## src/rtl/pmev_pkg.sv

```systemverilog
`timescale 1ns/1ps
// Package: shared constants and types of the power-management event block.
// Assumes a 16-bit register word; offsets are byte offsets in the window.
package pmev_pkg;
    localparam int unsigned REG_W      = 16;
    localparam int unsigned OFS_STS    = 'h00;
    localparam int unsigned OFS_EN     = 'h02;
    localparam int unsigned OFS_CTL    = 'h04;
    localparam int unsigned OFS_TMR    = 'h08;

    localparam int unsigned ST_TMR     = 0;
    localparam int unsigned ST_PWR     = 8;
    localparam int unsigned ST_RTC     = 10;
    localparam int unsigned ST_RSM     = 15;

    localparam int unsigned CTL_SCIEN  = 0;
    localparam int unsigned CTL_SUSEN  = 13;
    localparam int unsigned CTL_SLP_LO = 10;

    localparam logic [REG_W-1:0] SCI_MASK = 16'h0521;
    localparam logic [7:0] APM_SCI_ON  = 8'hF1;
    localparam logic [7:0] APM_SCI_OFF = 8'hF0;

    typedef enum logic [1:0] {
        SLP_NONE    = 2'd0,
        SLP_SOFTOFF = 2'd1,
        SLP_SUSPEND = 2'd2
    } sleep_act_e;

    // Map a control write word to the sleep action it requests.
    function automatic sleep_act_e slp_decode(input logic [REG_W-1:0] w);
        sleep_act_e a;
        a = SLP_NONE;
        if (w[CTL_SUSEN]) begin
            case (w[CTL_SLP_LO +: 3])
                3'd0:    a = SLP_SOFTOFF;
                3'd1:    a = SLP_SUSPEND;
                default: a = SLP_NONE;
            endcase
        end
        return a;
    endfunction
endpackage

```

## src/rtl/pmev_timer.sv

```systemverilog
`timescale 1ns/1ps
// Module: power-management timer.
// A fractional phase accumulator adds ACC_INC each clock and carries at
// ACC_MOD; each carry advances a CNT_W-bit counter. flip_evt marks the
// cycle whose carry changes bit FLIP_BIT. Assumes ACC_INC <= ACC_MOD and
// 1 <= FLIP_BIT < CNT_W.
module pmev_timer #(
    parameter int unsigned ACC_INC  = 3579545,
    parameter int unsigned ACC_MOD  = 50000000,
    parameter int unsigned CNT_W    = 24,
    parameter int unsigned FLIP_BIT = 23
) (
    input  logic             clk,
    input  logic             rst_n,
    output logic [CNT_W-1:0] count,
    output logic             flip_evt
);
    localparam int unsigned ACC_W = $clog2(ACC_MOD + ACC_INC) + 1;

    logic [ACC_W-1:0] acc;
    logic [ACC_W-1:0] acc_sum;
    logic             tick;

    // Carry detection of the phase accumulator.
    always_comb begin
        acc_sum  = acc + ACC_W'(ACC_INC);
        tick     = (acc_sum >= ACC_W'(ACC_MOD));
        flip_evt = tick && (&count[FLIP_BIT-1:0]);
    end

    // Accumulator and counter update.
    always_ff @(posedge clk) begin
        if (!rst_n) begin
            acc   <= '0;
            count <= '0;
        end else begin
            acc <= tick ? (acc_sum - ACC_W'(ACC_MOD)) : acc_sum;
            if (tick) count <= count + 1'b1;
        end
    end

    assert_tmr_step_R1: assert property (@(posedge clk) disable iff (!rst_n)
        tick |=> (count == $past(count) + 1'b1));
    assert_tmr_hold_R1: assert property (@(posedge clk) disable iff (!rst_n)
        !tick |=> $stable(count));
endmodule

```

## src/rtl/pmev_apm.sv

```systemverilog
`timescale 1ns/1ps
// Module: APM byte port.
// Holds the command and scratch bytes, flags the two SCI-enable commands
// for the register file, and issues a one-cycle SMI pulse per command
// write when permitted.
module pmev_apm
    import pmev_pkg::*;
(
    input  logic       clk,
    input  logic       rst_n,
    input  logic       sel,
    input  logic [7:0] wdata,
    input  logic       we,
    input  logic       smi_allow,
    output logic [7:0] rdata,
    output logic       sci_on,
    output logic       sci_off,
    output logic       smi_pulse
);
    logic [7:0] cmd_q;
    logic [7:0] scratch_q;
    logic       cmd_we;

    // Command write decode.
    always_comb begin
        cmd_we  = we && !sel;
        sci_on  = cmd_we && (wdata == APM_SCI_ON);
        sci_off = cmd_we && (wdata == APM_SCI_OFF);
        rdata   = sel ? scratch_q : cmd_q;
    end

    // Byte storage and SMI pulse.
    always_ff @(posedge clk) begin
        if (!rst_n) begin
            cmd_q     <= '0;
            scratch_q <= '0;
            smi_pulse <= 1'b0;
        end else begin
            if (cmd_we) cmd_q <= wdata;
            if (we && sel) scratch_q <= wdata;
            smi_pulse <= cmd_we && smi_allow;
        end
    end

    assert_smi_gate_R9: assert property (@(posedge clk) disable iff (!rst_n)
        smi_pulse |-> $past(smi_allow && we && !sel));
    assert_scratch_keep_R10: assert property (@(posedge clk) disable iff (!rst_n)
        (we && sel) |=> $stable(cmd_q));
endmodule

```

## src/rtl/pmev_regs.sv

```systemverilog
`timescale 1ns/1ps
// Module: status, enable and control registers.
// Status bits are write-one-to-clear with hardware sets taking priority;
// the control word drops its suspend-enable bit and its sleep type is
// decoded into one-cycle requests. SCI is a level from registered state.
module pmev_regs
    import pmev_pkg::*;
#(
    parameter int unsigned ADDR_W = 6
) (
    input  logic              clk,
    input  logic              rst_n,
    input  logic [ADDR_W-1:0] addr,
    input  logic [REG_W-1:0]  wdata,
    input  logic              we,
    input  logic              ovf_evt,
    input  logic              pwrbtn_evt,
    input  logic              rtc_evt,
    input  logic              sci_on,
    input  logic              sci_off,
    output logic [REG_W-1:0]  status,
    output logic [REG_W-1:0]  enable,
    output logic [REG_W-1:0]  control,
    output logic              sci,
    output logic              softoff_req,
    output logic              suspend_req
);
    logic             wr_sts, wr_en, wr_ctl;
    sleep_act_e       slp_act;
    logic [REG_W-1:0] set_vec, clr_vec, ctl_nxt;

    // Write decode and per-bit set/clear vectors.
    always_comb begin
        wr_sts  = we && (addr == ADDR_W'(OFS_STS));
        wr_en   = we && (addr == ADDR_W'(OFS_EN));
        wr_ctl  = we && (addr == ADDR_W'(OFS_CTL));
        slp_act = wr_ctl ? slp_decode(wdata) : SLP_NONE;
        clr_vec = wr_sts ? wdata : '0;
        set_vec = '0;
        set_vec[ST_TMR] = ovf_evt;
        set_vec[ST_PWR] = (pwrbtn_evt && enable[ST_PWR]) || (slp_act == SLP_SUSPEND);
        set_vec[ST_RTC] = rtc_evt;
        set_vec[ST_RSM] = (slp_act == SLP_SUSPEND);
    end

    // One status cell per bit: set beats clear.
    for (genvar b = 0; b < REG_W; b++) begin : g_sts
        always_ff @(posedge clk) begin
            if (!rst_n)          status[b] <= 1'b0;
            else if (set_vec[b]) status[b] <= 1'b1;
            else if (clr_vec[b]) status[b] <= 1'b0;
        end
    end

    // Next control word: bus write first, APM command on top.
    always_comb begin
        ctl_nxt = control;
        if (wr_ctl) begin
            ctl_nxt = wdata;
            ctl_nxt[CTL_SUSEN] = 1'b0;
        end
        if (sci_on)  ctl_nxt[CTL_SCIEN] = 1'b1;
        if (sci_off) ctl_nxt[CTL_SCIEN] = 1'b0;
    end

    // Enable, control and request registers.
    always_ff @(posedge clk) begin
        if (!rst_n) begin
            enable      <= '0;
            control     <= '0;
            softoff_req <= 1'b0;
            suspend_req <= 1'b0;
        end else begin
            if (wr_en) enable <= wdata;
            control     <= ctl_nxt;
            softoff_req <= (slp_act == SLP_SOFTOFF);
            suspend_req <= (slp_act == SLP_SUSPEND);
        end
    end

    // Interrupt level.
    always_comb sci = |(status & enable & SCI_MASK);

    assert_w1c_R3: assert property (@(posedge clk) disable iff (!rst_n)
        (wr_sts && wdata[ST_PWR] && !pwrbtn_evt) |=> !status[ST_PWR]);
    assert_sci_gated_R5: assert property (@(posedge clk) disable iff (!rst_n)
        sci |-> |(enable & SCI_MASK));
    assert_susen_drop_R6: assert property (@(posedge clk) disable iff (!rst_n)
        wr_ctl |=> !control[CTL_SUSEN]);
    assert_resume_mark_R7: assert property (@(posedge clk) disable iff (!rst_n)
        suspend_req |-> (status[ST_RSM] && status[ST_PWR]));
    assert_req_excl_R7: assert property (@(posedge clk) disable iff (!rst_n)
        $countones({softoff_req, suspend_req}) <= 1);
    assert_pwr_gate_R11: assert property (@(posedge clk) disable iff (!rst_n)
        (pwrbtn_evt && !enable[ST_PWR] && !status[ST_PWR] && !wr_ctl) |=> !status[ST_PWR]);
    assert_hw_wins_R12: assert property (@(posedge clk) disable iff (!rst_n)
        ovf_evt |=> status[ST_TMR]);
    assert_rtc_set_R13: assert property (@(posedge clk) disable iff (!rst_n)
        rtc_evt |=> status[ST_RTC]);
endmodule

```

## src/rtl/pm_event_block.sv

```systemverilog
`timescale 1ns/1ps
// Module: power-management event block top.
// Joins the timer, the register file and the APM port, and muxes the
// register window onto the 32-bit read data. Assumes single-cycle
// strobes; read data is combinational and zero without a read strobe.
module pm_event_block
    import pmev_pkg::*;
#(
    parameter int unsigned ADDR_W   = 6,
    parameter int unsigned ACC_INC  = 3579545,
    parameter int unsigned ACC_MOD  = 50000000,
    parameter int unsigned CNT_W    = 24,
    parameter int unsigned FLIP_BIT = 23
) (
    input  logic              clk,
    input  logic              rst_n,
    input  logic [ADDR_W-1:0] bus_addr,
    input  logic [15:0]       bus_wdata,
    input  logic              bus_we,
    input  logic              bus_re,
    output logic [31:0]       bus_rdata,
    input  logic              apm_sel,
    input  logic [7:0]        apm_wdata,
    input  logic              apm_we,
    output logic [7:0]        apm_rdata,
    input  logic              smi_allow,
    input  logic              pwrbtn_evt,
    input  logic              rtc_evt,
    output logic              sci,
    output logic              smi_pulse,
    output logic              softoff_req,
    output logic              suspend_req
);
    logic [CNT_W-1:0] tmr_count;
    logic             tmr_flip;
    logic             sci_on, sci_off;
    logic [REG_W-1:0] status, enable, control;

    pmev_timer #(
        .ACC_INC(ACC_INC), .ACC_MOD(ACC_MOD), .CNT_W(CNT_W), .FLIP_BIT(FLIP_BIT)
    ) u_timer (
        .clk(clk), .rst_n(rst_n), .count(tmr_count), .flip_evt(tmr_flip)
    );

    pmev_apm u_apm (
        .clk(clk), .rst_n(rst_n), .sel(apm_sel), .wdata(apm_wdata), .we(apm_we),
        .smi_allow(smi_allow), .rdata(apm_rdata), .sci_on(sci_on),
        .sci_off(sci_off), .smi_pulse(smi_pulse)
    );

    pmev_regs #(.ADDR_W(ADDR_W)) u_regs (
        .clk(clk), .rst_n(rst_n), .addr(bus_addr), .wdata(bus_wdata),
        .we(bus_we), .ovf_evt(tmr_flip), .pwrbtn_evt(pwrbtn_evt),
        .rtc_evt(rtc_evt), .sci_on(sci_on), .sci_off(sci_off),
        .status(status), .enable(enable), .control(control), .sci(sci),
        .softoff_req(softoff_req), .suspend_req(suspend_req)
    );

    // Register window read mux.
    always_comb begin
        bus_rdata = '0;
        if (bus_re) begin
            if (bus_addr == ADDR_W'(OFS_STS))      bus_rdata = 32'(status);
            else if (bus_addr == ADDR_W'(OFS_EN))  bus_rdata = 32'(enable);
            else if (bus_addr == ADDR_W'(OFS_CTL)) bus_rdata = 32'(control);
            else if (bus_addr == ADDR_W'(OFS_TMR)) bus_rdata = 32'(tmr_count);
        end
    end

    assert_sci_cmd_R8: assert property (@(posedge clk) disable iff (!rst_n)
        (apm_we && !apm_sel && apm_wdata == APM_SCI_ON) |=> control[CTL_SCIEN]);
endmodule

```

## config.mk

```make
export PLATFORM = sky130hd
export DESIGN_NAME = pm_event_block
export DESIGN_NICKNAME = d
export VERILOG_FILES = /design/src/rtl/pmev_pkg.sv /design/src/rtl/pmev_timer.sv /design/src/rtl/pmev_apm.sv /design/src/rtl/pmev_regs.sv /design/src/rtl/pm_event_block.sv
export SDC_FILE = /design/constraint.sdc
export NUM_CORES = 1
export LEC_CHECK = 0
export ABC_AREA = 1
export BUFFER_PORTS_ARGS = -buffer_cell sky130_fd_sc_hd__buf_2
export CAP_MARGIN = 20
export CORE_MARGIN = 4
export CORE_UTILIZATION = 50
export CTS_CLUSTER_SIZE = 16
export DETAILED_ROUTE_END_ITERATION = 12
export PLACE_DENSITY = 0.79
export SLEW_MARGIN = 0
export SYNTH_ARGS = -nofsm -noshare
export SYNTH_HDL_FRONTEND = slang
export SYNTH_HIERARCHICAL = 1
export SYNTH_SLANG_ARGS = --single-unit
```

## constraint.sdc

```tcl
create_clock -name clk -period 7.1 [get_ports clk]
set_input_delay 0.355 -clock clk [delete_from_list [all_inputs] [get_ports clk]]
set_output_delay 0.355 -clock clk [all_outputs]
set_load 0.02 [all_outputs]
```

==> results.py <==
metrics = {
    "outcome": {
        "status": "complete, no violations",
    },
    "worst_hold_path": {
        "holdPathEnd": "u_regs/status[10]",
        "hp-class": "primary input to flop",
        "hold_depth": 3,
        "hp-start": "rtc_evt",
    },
    "sta": {
        "hold_viol": 0,
        "slew_viol_final": 0,
        "clock.fmax_mhz": 272,
        "tns_ns": 0,
        "max-slew-margin-rel_pct": 26.7,
        "whs_ns": 0.212,
        "setup_ws_ns": 3.42,
        "rsz0062_at_grt": "no",
        "tightest_slew_ns": 1.10,
        "post-route-period-util_pct": 51.9,
        "finalCriticalPeriod_ns": 3.68,
        "finalSetupViolations": 0,
        "finClkSkew_ns": 0.00925,
    },
    "critical_path": {
        "critPathArrivalTime_ns": 3.97,
        "startpoint_type": "flop",
        "reg2reg_slack_ns": 3.42,
        "timing.rr.end": "u_regs/status[0]",
        "path_class": "flop to flop",
        "cp.required_ns": 7.38,
        "r2r_start": "u_timer/acc[4]",
        "worstPathCellList": "nor2_1 -> nand2_1 -> nand2_1 -> xor2_1 -> inv_1 -> ha_1 -> nand3_1 -> nor2_2 -> a21oi_2 -> nand3_1 -> nand2_1 -> nand2_2 -> nand3_2 -> buf_4 -> nand3_1 -> nor2_1 -> a21oi_1 -> nor2_1",
        "cp_slowest_stage_delay_ns": 0.49,
        "cp_max_fo": 48,
        "worst_setup_path_end_kind": "flop",
        "reg2reg_depth": 18,
        "crit_slowest_cell": "buf_4",
    },
    "floorplanning": {
        "core_area_um2": 14100,
        "initial_core_util_pct": 51.9,
        "fp.dieArea_um2": 16600,
        "ios": 83,
        "core.rowCount": 43,
        "die_w_um": 129,
        "die_y_um": 129,
    },
    "route": {
        "wirelength_um": 20000,
        "via_per_inst": 5.42,
        "routedWlPerCell_um": 13.7,
        "drt_pass1_iterations": 6,
        "vias": 7906,
        "drc": 0,
        "drtIter0Drc": 814,
        "drtAntennaViolNets": 0,
    },
    "cts": {
        "path_clk_slew_ns": 0.07,
        "clock_latency_ns": 0.35,
        "post_cts.repair.setup_buffers": 0,
        "ctsResizeCount": 0,
        "cts_root_buffer": "clkbuf_16",
        "cts-htree-levels": 3,
        "cts_tree": "built",
        "clkSinkCount": 105,
        "cts-buffers-inserted": 9,
        "clk_path_buf_depth": 2,
        "ctsHoldBuffers": 0,
    },
    "placed_design": {
        "dp_hpwl_um": 14300,
        "io_buffers": 74,
        "dp_cells": 1443,
        "gp_congestion": 0.965,
        "place_ws_ns": 3.50,
    },
    "power": {
        "p_leak_nw": 3.70,
        "internal_power_w": 0.000996,
        "p_comb_share_pct": 26.1,
        "ir_worst_vdd_mv": 0.160,
        "switchingPower_w": 0.000547,
        "power.share.clock_pct": 31.6,
        "seq_power_share_pct": 42.3,
        "switching_share_pct": 35.4,
        "power_density_nw_per_um2": 196,
    },
    "synth": {
        "avgSynthCellArea_um2": 5.93,
        "ys_seq_area_share_pct": 28.7,
        "yosysWarnings": 6,
        "syn-instance-count": 1234,
        "ys_ff_latch": 105,
        "yosysTopAreaCellShare_pct": 28.7,
        "yosysUniqueCellTypes": 36,
        "yosys-top-cells-area": "dfxtp_1 29%, nand2_1 17%, nor2_1 13%, nand4_1 7.0%, nand3_1 6.4%",
        "synth_area_um2": 7320,
        "yosys.area.top_type": "dfxtp_1",
    },
    "layout": {
        "drive_above_1_share_pct": 10.6,
        "fillers": 1432,
        "finalNonFillerCells": 1459,
        "area_delta_synth_final_pct": 7.59,
        "insertedDiodeCount": 0,
        "nets": 1317,
        "fin_util_pct": 55.8,
    },
    "global_routing": {
        "antenna_found_initial": 0,
        "grt_max_degree": 83,
        "grt_pass1_vias": 6851,
        "grt_overflow": 0,
        "grt_pass1_wl_um": 33100,
        "grtUsageTotal_pct": 24.1,
    },
    "run": {
        "max_cap_viol_count": 0,
    },
}
==> kinds of logic after synthesis <==
| logic type | Yosys count | synth area share [%] |
|---|---|---|
| and+or+nand+nor | 829 | 50.1 |
| buffers and inverters | 179 | 11.7 |
| DFF | 105 | 28.7 |
| AOI/OAI and AO/OA | 103 | 7.29 |
| xor gates and xnor gates | 13 | 1.56 |
| adders and majority gates | 3 | 0.513 |
| other | 2 | 0.103 |
==> worst max path at each step <==
stage	start	cells past startpoint	endpoint	slack [ns]
3_5_place_dp	u_timer/acc[4]	18	u_regs/status[0]	3.50
6_report	u_timer/acc[4]	18	u_regs/status[0]	3.42
4_1_cts	u_timer/acc[4]	18	u_regs/status[0]	3.48
3_3_place_gp	u_timer/acc[4]	18	u_regs/status[0]	3.66
5_1_grt	u_timer/acc[4]	18	u_regs/status[0]	2.95
2_1_floorplan	u_timer/acc[0]	21	u_regs/status[0]	4.58
==> layout make-up <==
cell class	count	area [um2]	area share, %
Clock buffer	11	253	3.21
Clock inverter	4	33.8	0.429
Inverter	112	422	5.36
Multi-Input combinational cell	969	4430	56.3
Sequential cell	105	2100	26.7
Tap cell	180	225	2.86
Timing Repair Buffer	78	404	5.13
==> layout by cell type (no fill, tap or decap), types with 11 or more instances in the layout <==
master    count
nand2_1     326
buf_2        74
nor2_2       11
nand4_1      82
nor2_1      256
nand3_1      93
conb_1       21
nor3_1       19
a21oi_1      54
dfxtp_1     105
inv_1       100
o21ai_1      12
nand3b_1     17
o21ai_0      31
==> power groups by stage <==
stage	logic (W)	clock network (W)	registers (W)
2_1_floorplan	0.000315	0	0.000653
3_3_place_gp	0.000391	0	0.000665
3_5_place_dp	0.000392	0	0.000666
4_1_cts	0.000394	0.000499	0.000652
5_1_grt	0.000454	0.000522	0.000657
6_report	0.000402	0.000487	0.000653
==> per-stage QoR <==
step           total power (W)  instance area (um2)
2_1_floorplan         0.000968                 7390
3_3_place_gp           0.00106                 7570
3_5_place_dp           0.00106                 7570
4_1_cts                0.00154                 7860
5_1_grt                0.00163                 7870
6_report               0.00154                 7870
==> state kept, by name, summed over array words and instances, names as in the netlist <==
signal              count
u_regs/softoff_req      1
u_apm/cmd_q             8
u_regs/suspend_req      1
u_regs/enable          16
u_timer/count          24
u_regs/status           4
u_timer/acc            27
u_apm/smi_pulse         1
u_regs/control         15
u_apm/scratch_q         8
==> per-layer routing <==
layer	routed length, um	track usage (%)	vias up
met2	8790	36.8	328
met5	0	0	-
met3	1690	5.06	34
met1	9150	34.4	3509
met4	353	6.49	0
li1	-	-	4035
==> synthesized netlist by cell type, drive strengths merged <==
cell and number:
buf 53, and3 1, o21bai 2, nor2 273, dfxtp 105, nand4 83
o21ai 43, nand3 96, a21oi 56, and2 4, conb 2, clkinv 3
inv 109, clkbuf 14, o211ai 1, ha 3, nor3 20, nand2 334
nor4 1, a211oi 1, xnor2 6, nand3b 17, xor2 7
==> critical path: cells and delay by family, from the launching register on <==
family                     cells  cell delay [ns]
AOI/OAI and AO/OA              2             0.26
DFF                            1             0.35
adders and majority gates      1             0.25
and+or+nand+nor               12             1.83
buffers and inverters          2             0.60
xor gates and xnor gates       1             0.31
(Power assumes the default switching activity.)
